File: src/rtl/shbus_pkg.sv
package shbus_pkg;
  typedef enum logic [1:0] {
    ARB_IDLE = 2'd0,
    ARB_WAIT = 2'd1,
    ARB_OWN  = 2'd2,
    ARB_PARK = 2'd3
  } arb_state_e;
endpackage

File: src/rtl/shbus_fsm.sv
module shbus_fsm
  import shbus_pkg::*;
#(
  parameter int PARK_EN = 1
) (
  input  logic       bclk,
  input  logic       rst_n,
  input  logic       loc_req,
  input  logic       loc_done,
  input  logic       prio_in,
  input  logic       busy_in,
  input  logic       cbrq_in,
  output arb_state_e state_q,
  output arb_state_e state_d
);
  logic must_yield;
  logic may_keep;

  // Release is forced whenever priority is lost or a lower master waits.
  assign must_yield = !prio_in || cbrq_in;

  generate
    if (PARK_EN != 0) begin : g_park
      assign may_keep = !must_yield;
    end else begin : g_nopark
      assign may_keep = 1'b0;
    end
  endgenerate

  always_comb begin
    state_d = state_q;
    unique case (state_q)
      ARB_IDLE: if (loc_req) state_d = ARB_WAIT;
      ARB_WAIT: begin
        if (!loc_req)                  state_d = ARB_IDLE;
        else if (prio_in && !busy_in)  state_d = ARB_OWN;
      end
      ARB_OWN: begin
        if (loc_done) state_d = may_keep ? ARB_PARK : ARB_IDLE;
      end
      ARB_PARK: begin
        if (must_yield)   state_d = ARB_IDLE;
        else if (loc_req) state_d = ARB_OWN;
      end
      default: state_d = ARB_IDLE;
    endcase
  end

  always_ff @(negedge bclk or negedge rst_n) begin
    if (!rst_n) state_q <= ARB_IDLE;
    else        state_q <= state_d;
  end
endmodule

File: src/rtl/shbus_chain.sv
module shbus_chain
  import shbus_pkg::*;
(
  input  logic       bclk,
  input  logic       rst_n,
  input  logic       prio_in,
  input  arb_state_e state_d,
  output logic       prio_out
);
  // Priority passes down only while this master ends the edge idle.
  always_ff @(negedge bclk or negedge rst_n) begin
    if (!rst_n) prio_out <= 1'b0;
    else        prio_out <= prio_in && (state_d == ARB_IDLE);
  end
endmodule

File: src/rtl/shbus_outdec.sv
module shbus_outdec
  import shbus_pkg::*;
(
  input  arb_state_e state_q,
  output logic       breq,
  output logic       busy_out,
  output logic       bus_en,
  output logic       cbrq_out
);
  always_comb begin
    breq     = (state_q != ARB_IDLE);
    busy_out = (state_q == ARB_OWN) || (state_q == ARB_PARK);
    bus_en   = (state_q == ARB_OWN);
    cbrq_out = (state_q == ARB_WAIT);
  end
endmodule

File: src/rtl/shbus_arbiter.sv
module shbus_arbiter
  import shbus_pkg::*;
#(
  parameter int PARK_EN = 1
) (
  input  logic bclk,
  input  logic rst_n,
  input  logic loc_req,
  input  logic loc_done,
  input  logic prio_in,
  input  logic busy_in,
  input  logic cbrq_in,
  output logic breq,
  output logic busy_out,
  output logic bus_en,
  output logic cbrq_out,
  output logic prio_out
);
  arb_state_e st_q;
  arb_state_e st_d;

  shbus_fsm #(.PARK_EN(PARK_EN)) u_fsm (
    .bclk(bclk), .rst_n(rst_n), .loc_req(loc_req), .loc_done(loc_done),
    .prio_in(prio_in), .busy_in(busy_in), .cbrq_in(cbrq_in),
    .state_q(st_q), .state_d(st_d)
  );

  shbus_chain u_chain (
    .bclk(bclk), .rst_n(rst_n), .prio_in(prio_in),
    .state_d(st_d), .prio_out(prio_out)
  );

  shbus_outdec u_dec (
    .state_q(st_q), .breq(breq), .busy_out(busy_out),
    .bus_en(bus_en), .cbrq_out(cbrq_out)
  );
endmodule

File: config.mk
export PLATFORM = sky130hd
export DESIGN_NAME = shbus_arbiter
export DESIGN_NICKNAME = d
export VERILOG_FILES = /design/src/rtl/shbus_pkg.sv /design/src/rtl/shbus_fsm.sv /design/src/rtl/shbus_chain.sv /design/src/rtl/shbus_outdec.sv /design/src/rtl/shbus_arbiter.sv
export SDC_FILE = /design/constraint.sdc
export NUM_CORES = 1
export LEC_CHECK = 0
export ABC_AREA = 1
export BUFFER_PORTS_ARGS = -buffer_cell sky130_fd_sc_hd__buf_2
export CAP_MARGIN = 10
export CORE_AREA = 2 2 39 41
export CTS_CLUSTER_SIZE = 25
export DETAILED_ROUTE_END_ITERATION = 10
export DIE_AREA = 0 0 41 43
export SLEW_MARGIN = 20
export SYNTH_ARGS = -nofsm -noshare
export SYNTH_HDL_FRONTEND = slang
export SYNTH_SLANG_ARGS = --single-unit
File: constraint.sdc
create_clock -name bclk -period 0.9 [get_ports bclk]
set_input_delay 0.135 -clock bclk [delete_from_list [all_inputs] [get_ports bclk]]
set_output_delay 0.135 -clock bclk [all_outputs]
set_load 0.05 [all_outputs]
==> metrics, run 1 <==
Reg2Reg Depth=7; worst slew pin tran=228 ps; Avg Inst Size Synth=7.51 um^2; cells after synthesis=29; final WL=665 um; minimum hold slack=around 21 ps; Worst EP arrival=~1500 ps; Ports=12; P&R area growth vs syn=120%; RSZ-0062 raised after global routing=yes; Placer Congestion=roughly 0.65; Cell Count, Final, Fillers Out=between 60 and 70; max-slew violation count=0; Clock Latency Late Sink=~240 ps; Final Setup Violations=8; first-pass GRT wire length=about 1100 um; number of buffers created by CTS=3; worst-path maximum fanout=2; Final nets=59; Fin. Hold Viols=0; clk slew on worst S/H paths=roughly 30 ps; Final WS setup=-707 ps; WS Path Type=reg -> out; share of cells above drive strength 1=0.765; die span in x=approximately 40 um; Mapped Nets=36; Die Area=1760 um^2; Peak supply drop=0.000281 V; drt via density=between 4 and 5; Net Sw Power=211 uW; share of total power in the clock network=0.361; initial drt markers=0; Mapped Area=between 200 and 250 um^2; Overflow after GRT=0; failing checks=setup timing; Total Power=between 600 and 700 uW; Hold Path Class=in -> async; #FFs+latches synth=3; pin count of the biggest net entering global routing=4; Req. time, crit path=around 760 ps; sw frac=0.333; Rel. slew slack=0.848; post-synth cell types=14; Crit Reg-Reg Startpoint=u_fsm.state_q[0]$_DFF_NN0_; P_int=421 uW; Seq/Total Area, Yosys=0.345; GRT Overall Usage=0.0966; vias in the first global route=292; DP Worst Slack=-572 ps; Root Buffer=clkbuf_4; Reg power frac=0.245; DP Cell Count=a little under 60; CTS tree=built; post-layout util=0.346; status=finished with violations; YS warnings=0; Comb pwr share=0.394; hpwl dp=423 um; Num Clock Sinks=3; Initial Util=0.157; max-capacitance violation count=0; via count=~270; Routed WL per cell=~9.9 um; Worst Setup End Kind=primary output; clock buffer depth=2; Core ar.=~1400 um^2; Static Leak=0.000242 uW; Post-CTS Hold Fix Bufs=0; diode count=0; Worst setup SP type=register; Initial DRT Pass Iterations=1; clk_skew=0.904 ps; DRC viols=0; H-Tree Depth=1; die height=between 40 and 50 um; Detail Route Antenna Nets=0; initial antenna violation count=0; FF-to-FF End=u_chain.prio_out$_DFF_NN0_; power per cell area=1320 nW/um^2; Buffers on Ports=11; floorplan row count=14; flop2flop setup slack=-270 ps
## final cells by class
type / count / area (um^2)
sequential: 3 / 75.1
multi-input combinational: 19 / 159
fill: 151 / 905
timing repair buffer: 19 / 176
inverter: 6 / 22.5
clock buffer: 4 / 26.3
tap: 16 / 20.0
## critical path: stages (launching register included)
cell	delay (ps)
dfrtn_1	360
buf_6	140
nor2_4	110
buf_6	160
## routing by layer
| layer | track usage | wire [um] | vias up |
|---|---|---|---|
| met5 | 0 | 0 | - |
| met4 | 0.0800 | 0 | 0 |
| met3 | 0.0157 | 14 | 0 |
| met1 | 0.0744 | 194 | 130 |
| li1 | - | - | 134 |
| met2 | 0.181 | 456 | 5 |
## power groups by stage
stage,clock network (uW),registers [uW],logic (uW)
2_1_floorplan,0,173,98.9
3_3_place_gp,0,156,172
3_5_place_dp,0,156,173
4_1_cts,240,154,238
5_1_grt,257,156,263
6_report,228,154,249
## synthesized netlist by cell type
| library cell | instances | area, um^2 |
|---|---|---|
| inv_1 | 4 | 15.0 |
| nand2_1 | 4 | 15.0 |
| nand3_1 | 4 | 20.0 |
| dfrtn_1 | 3 | 75.1 |
| inv_2 | 2 | 7.51 |
| nand3_2 | 2 | 20.0 |
| nor2_1 | 2 | 7.51 |
| nor2_2 | 2 | 12.5 |
| clkbuf_1 | 1 | 3.75 |
| nand4_1 | 1 | 6.26 |
| nand4_2 | 1 | 12.5 |
| nor2_4 | 1 | 11.3 |
| o21ai_0 | 1 | 5.00 |
| or2_1 | 1 | 6.26 |
## sequential cells by signal (all words and copies together) (netlist names)
name / count
u_chain.prio_out: 1
u_fsm.state_q: 2
## worst max-delay path by stage
stage / from / to / slack [ps] / depth (start not counted)
final: u_fsm.state_q[0]$_DFF_NN0_ / bus_en / -710 / 3
after global routing: u_fsm.state_q[1]$_DFF_NN0_ / cbrq_out / -740 / 3
after CTS: u_fsm.state_q[1]$_DFF_NN0_ / bus_en / -720 / 3
after detailed placement: u_fsm.state_q[0]$_DFF_NN0_ / cbrq_out / -570 / 3
after global placement: u_fsm.state_q[0]$_DFF_NN0_ / cbrq_out / -550 / 3
after floorplan: u_fsm.state_q[1]$_DFF_NN0_ / bus_en / -550 / 2
## stage by stage
stage | TNS, ps | instance area (um^2)
3_5_place_dp | -3450 | 327
5_1_grt | -4190 | 479
4_1_cts | -3760 | 454
3_3_place_gp | -3400 | 327
6_report | -3840 | 479
2_1_floorplan | -3110 | 229
## cell usage in the layout (no fill, tap or decap), drive strengths merged
cell,n
nor2,5
dfrtn,3
nand4,2
nand2,4
or2,1
buf,19
o21ai,1
clkbuf,4
nand3,6
inv,6
## cell families after synthesis
family,count (synthesis),share of synthesized area
flip-flops,3,0.345
AND/OR/NAND/NOR,18,0.512
AO/OA/AOI/OAI,1,0.0230
buffers and inverters,7,0.121
## repair_timing
action,CTS,global route
endpoints found under the setup margin,8,8
buffers inserted,4,2
pin swaps,7,5
resized for setup,23,4
gates cloned,0,0
Power figures use the tool's default switching activity.
==> run 2: changes to the inputs <==
--- a/config.mk
+++ b/config.mk
@@ -12,6 +12,7 @@
 export CTS_CLUSTER_SIZE = 25
 export DETAILED_ROUTE_END_ITERATION = 10
 export DIE_AREA = 0 0 41 43
+export SKIP_CTS_REPAIR_TIMING = 1
 export SLEW_MARGIN = 20
 export SYNTH_ARGS = -nofsm -noshare
 export SYNTH_HDL_FRONTEND = slang
==> constraint.sdc (replaced) <==
create_clock -name bclk -period 1.4 [get_ports bclk]
set_input_delay 0.07 -clock bclk [delete_from_list [all_inputs] [get_ports bclk]]
set_output_delay 0.07 -clock bclk [all_outputs]
set_load 0.05 [all_outputs]
==> metrics, run 2 (same netlist as run 1, synthesis figures left out) <==
Root Buffer=clkbuf_4; status=finished with violations; worst-path maximum fanout=3 (+1); number of buffers created by CTS=3 (unchanged); Final WS setup=-429 ps (+278 ps); Overflow after GRT=0 (unchanged); cell area after placement=327 um^2 (unchanged); clk slew on worst S/H paths=30 ps (about the same); RSZ-0062 raised after global routing=yes; worst slew pin tran=182 ps (-46.9 ps); die span in x=41 um (unchanged); Worst EP arrival=1760 ps (+290 ps); power per cell area=937 nW/um^2 (-29%); initial antenna violation count=0 (unchanged); most frequent cells in the layout=buf_2, inv_1, nand3_1, buf_4; drt via density=3.84 (-4.3%); die height=43 um (unchanged); multi-input gate area in the final layout=126 um^2 (-20%); Placer Congestion=0.698 (+6.7%); floorplan row count=14 (unchanged); clock buffer depth=2 (unchanged); minimum hold slack=204 ps (+183 ps); max-capacitance violation count=0 (unchanged); vias in the first global route=229 (-22%); CTS tree=built; Clock Latency Late Sink=240 ps (about the same); Routed WL per cell=7.95 um (-20%); Top Registers=u_fsm.state_q (2), u_chain.prio_out (1); Rel. slew slack=0.878 (+0.0302); Initial DRT Pass Iterations=3 (+2); Ports=12 (unchanged); GRT Overall Usage=0.0774 (-0.0192); Core ar.=1380 um^2 (unchanged); failing checks=setup timing; Peak supply drop=0.000190 V (-32%); Worst setup SP type=register; final WL=509 um (-23%); max-slew violation count=0 (unchanged); Initial Util=0.157 (unchanged); Worst Setup End Kind=primary output; H-Tree Depth=1 (unchanged); P&R area growth vs syn=87.9%; register area=75.1 um^2 (unchanged); Buffers on Ports=11 (unchanged); clk_skew=1.03 ps (+0.123 ps); Fin. Hold Viols=0 (unchanged); pin count of the biggest net entering global routing=6 (+2); Detail Route Antenna Nets=0 (unchanged); hpwl dp=427 um (+1.1%); # fillers=169 (+12%); initial drt markers=1 (+1); share of cells above drive strength 1=0.604 (-0.161); first-pass GRT wire length=869 um (-18%); diode count=0 (unchanged); DRC viols=0 (unchanged); Final nets=56 (-5.1%); Hold Path Class=in -> async; max FFs per register=2 (unchanged); post-route cell area=409 um^2 (-15%); Static Leak=0.000219 uW (-9.5%); WS Path Type=reg -> out; Largest Register=u_fsm.state_q; via count=246 (-8.6%); Req. time, crit path=1330 ps (+570 ps); Final Setup Violations=5 (-3); Num Clock Sinks=3 (unchanged); Die Area=1760 um^2 (unchanged); commonest non-fill, non-tap cell in the layout=buf_2
run 2: cell types whose count changed in the layout (fill, tap and decap cells not counted):
cell     before  now
nand3_2       5    2
nand2_2       3    1
nand3_4       1    0
buf_6         7    3
nand3_1       0    4
inv_2         3    2
buf_4         3    4
nand2_1       1    3
inv_1         3    4
run 2: cell type report:
class,instances,share of cell area
Sequential cell,3,0.183
Inverter,6,0.0550
Timing Repair Buffer,16,0.339
Tap cell,16,0.0489
Clock buffer,4,0.0642
Multi-Input combinational cell,19,0.309
run 2: metal layers:
layer	track usage	wire length, um	share of wire
met5	0	0	0
met4	0.0800	0	0
met3	0.0157	23	0.045
met2	0.106	295	0.58
met1	0.0903	191	0.38
run 2: worst paths after layout:
kind | end | slack, ps | depth (start not counted) | from
max in group asynchronous | u_fsm.state_q[0]$_DFF_NN0_ | 1060 | 1 | rst_n
hold reg to reg | u_fsm.state_q[1]$_DFF_NN0_ | 620 | 3 | u_fsm.state_q[0]$_DFF_NN0_
setup / recovery | bus_en | -430 | 3 | u_fsm.state_q[1]$_DFF_NN0_
setup reg to reg | u_chain.prio_out$_DFF_NN0_ | 220 | 7 | u_fsm.state_q[1]$_DFF_NN0_
hold / removal | u_chain.prio_out$_DFF_NN0_ | 200 | 1 | rst_n
min in group bclk | u_fsm.state_q[1]$_DFF_NN0_ | 620 | 3 | u_fsm.state_q[0]$_DFF_NN0_
run 2: power breakdown:
| part | internal [uW] | leakage, uW | switching, uW |
|---|---|---|---|
| clock | 106 | 0.0000150 | 39.3 |
| combinational | 59.0 | 0.000166 | 78.5 |
| sequential | 94.5 | 0.0000385 | 5.72 |
| total | 260 | 0.000219 | 123 |
run 2: critical path, stage by stage (launching register included):
cell and delay, ps:
dfrtn_1 430, inv_2 70, nor2_4 150, buf_6 180
run 2: metrics by stage:
| step | cells | utilization | setup TNS [ps] | setup slack, ps | power (uW) |
|---|---|---|---|---|---|
| finish | 64 | 0.296 | -1690 | -429 | 383 |
| global route | 64 | 0.296 | -2010 | -498 | 419 |
| CTS | 63 | 0.255 | -2150 | -515 | 363 |
| detailed placement | 59 | 0.236 | -990 | -252 | 211 |
| global placement | 59 | 0.236 | -938 | -238 | 211 |
| floorplan | 29 | - | -757 | -239 | 174 |
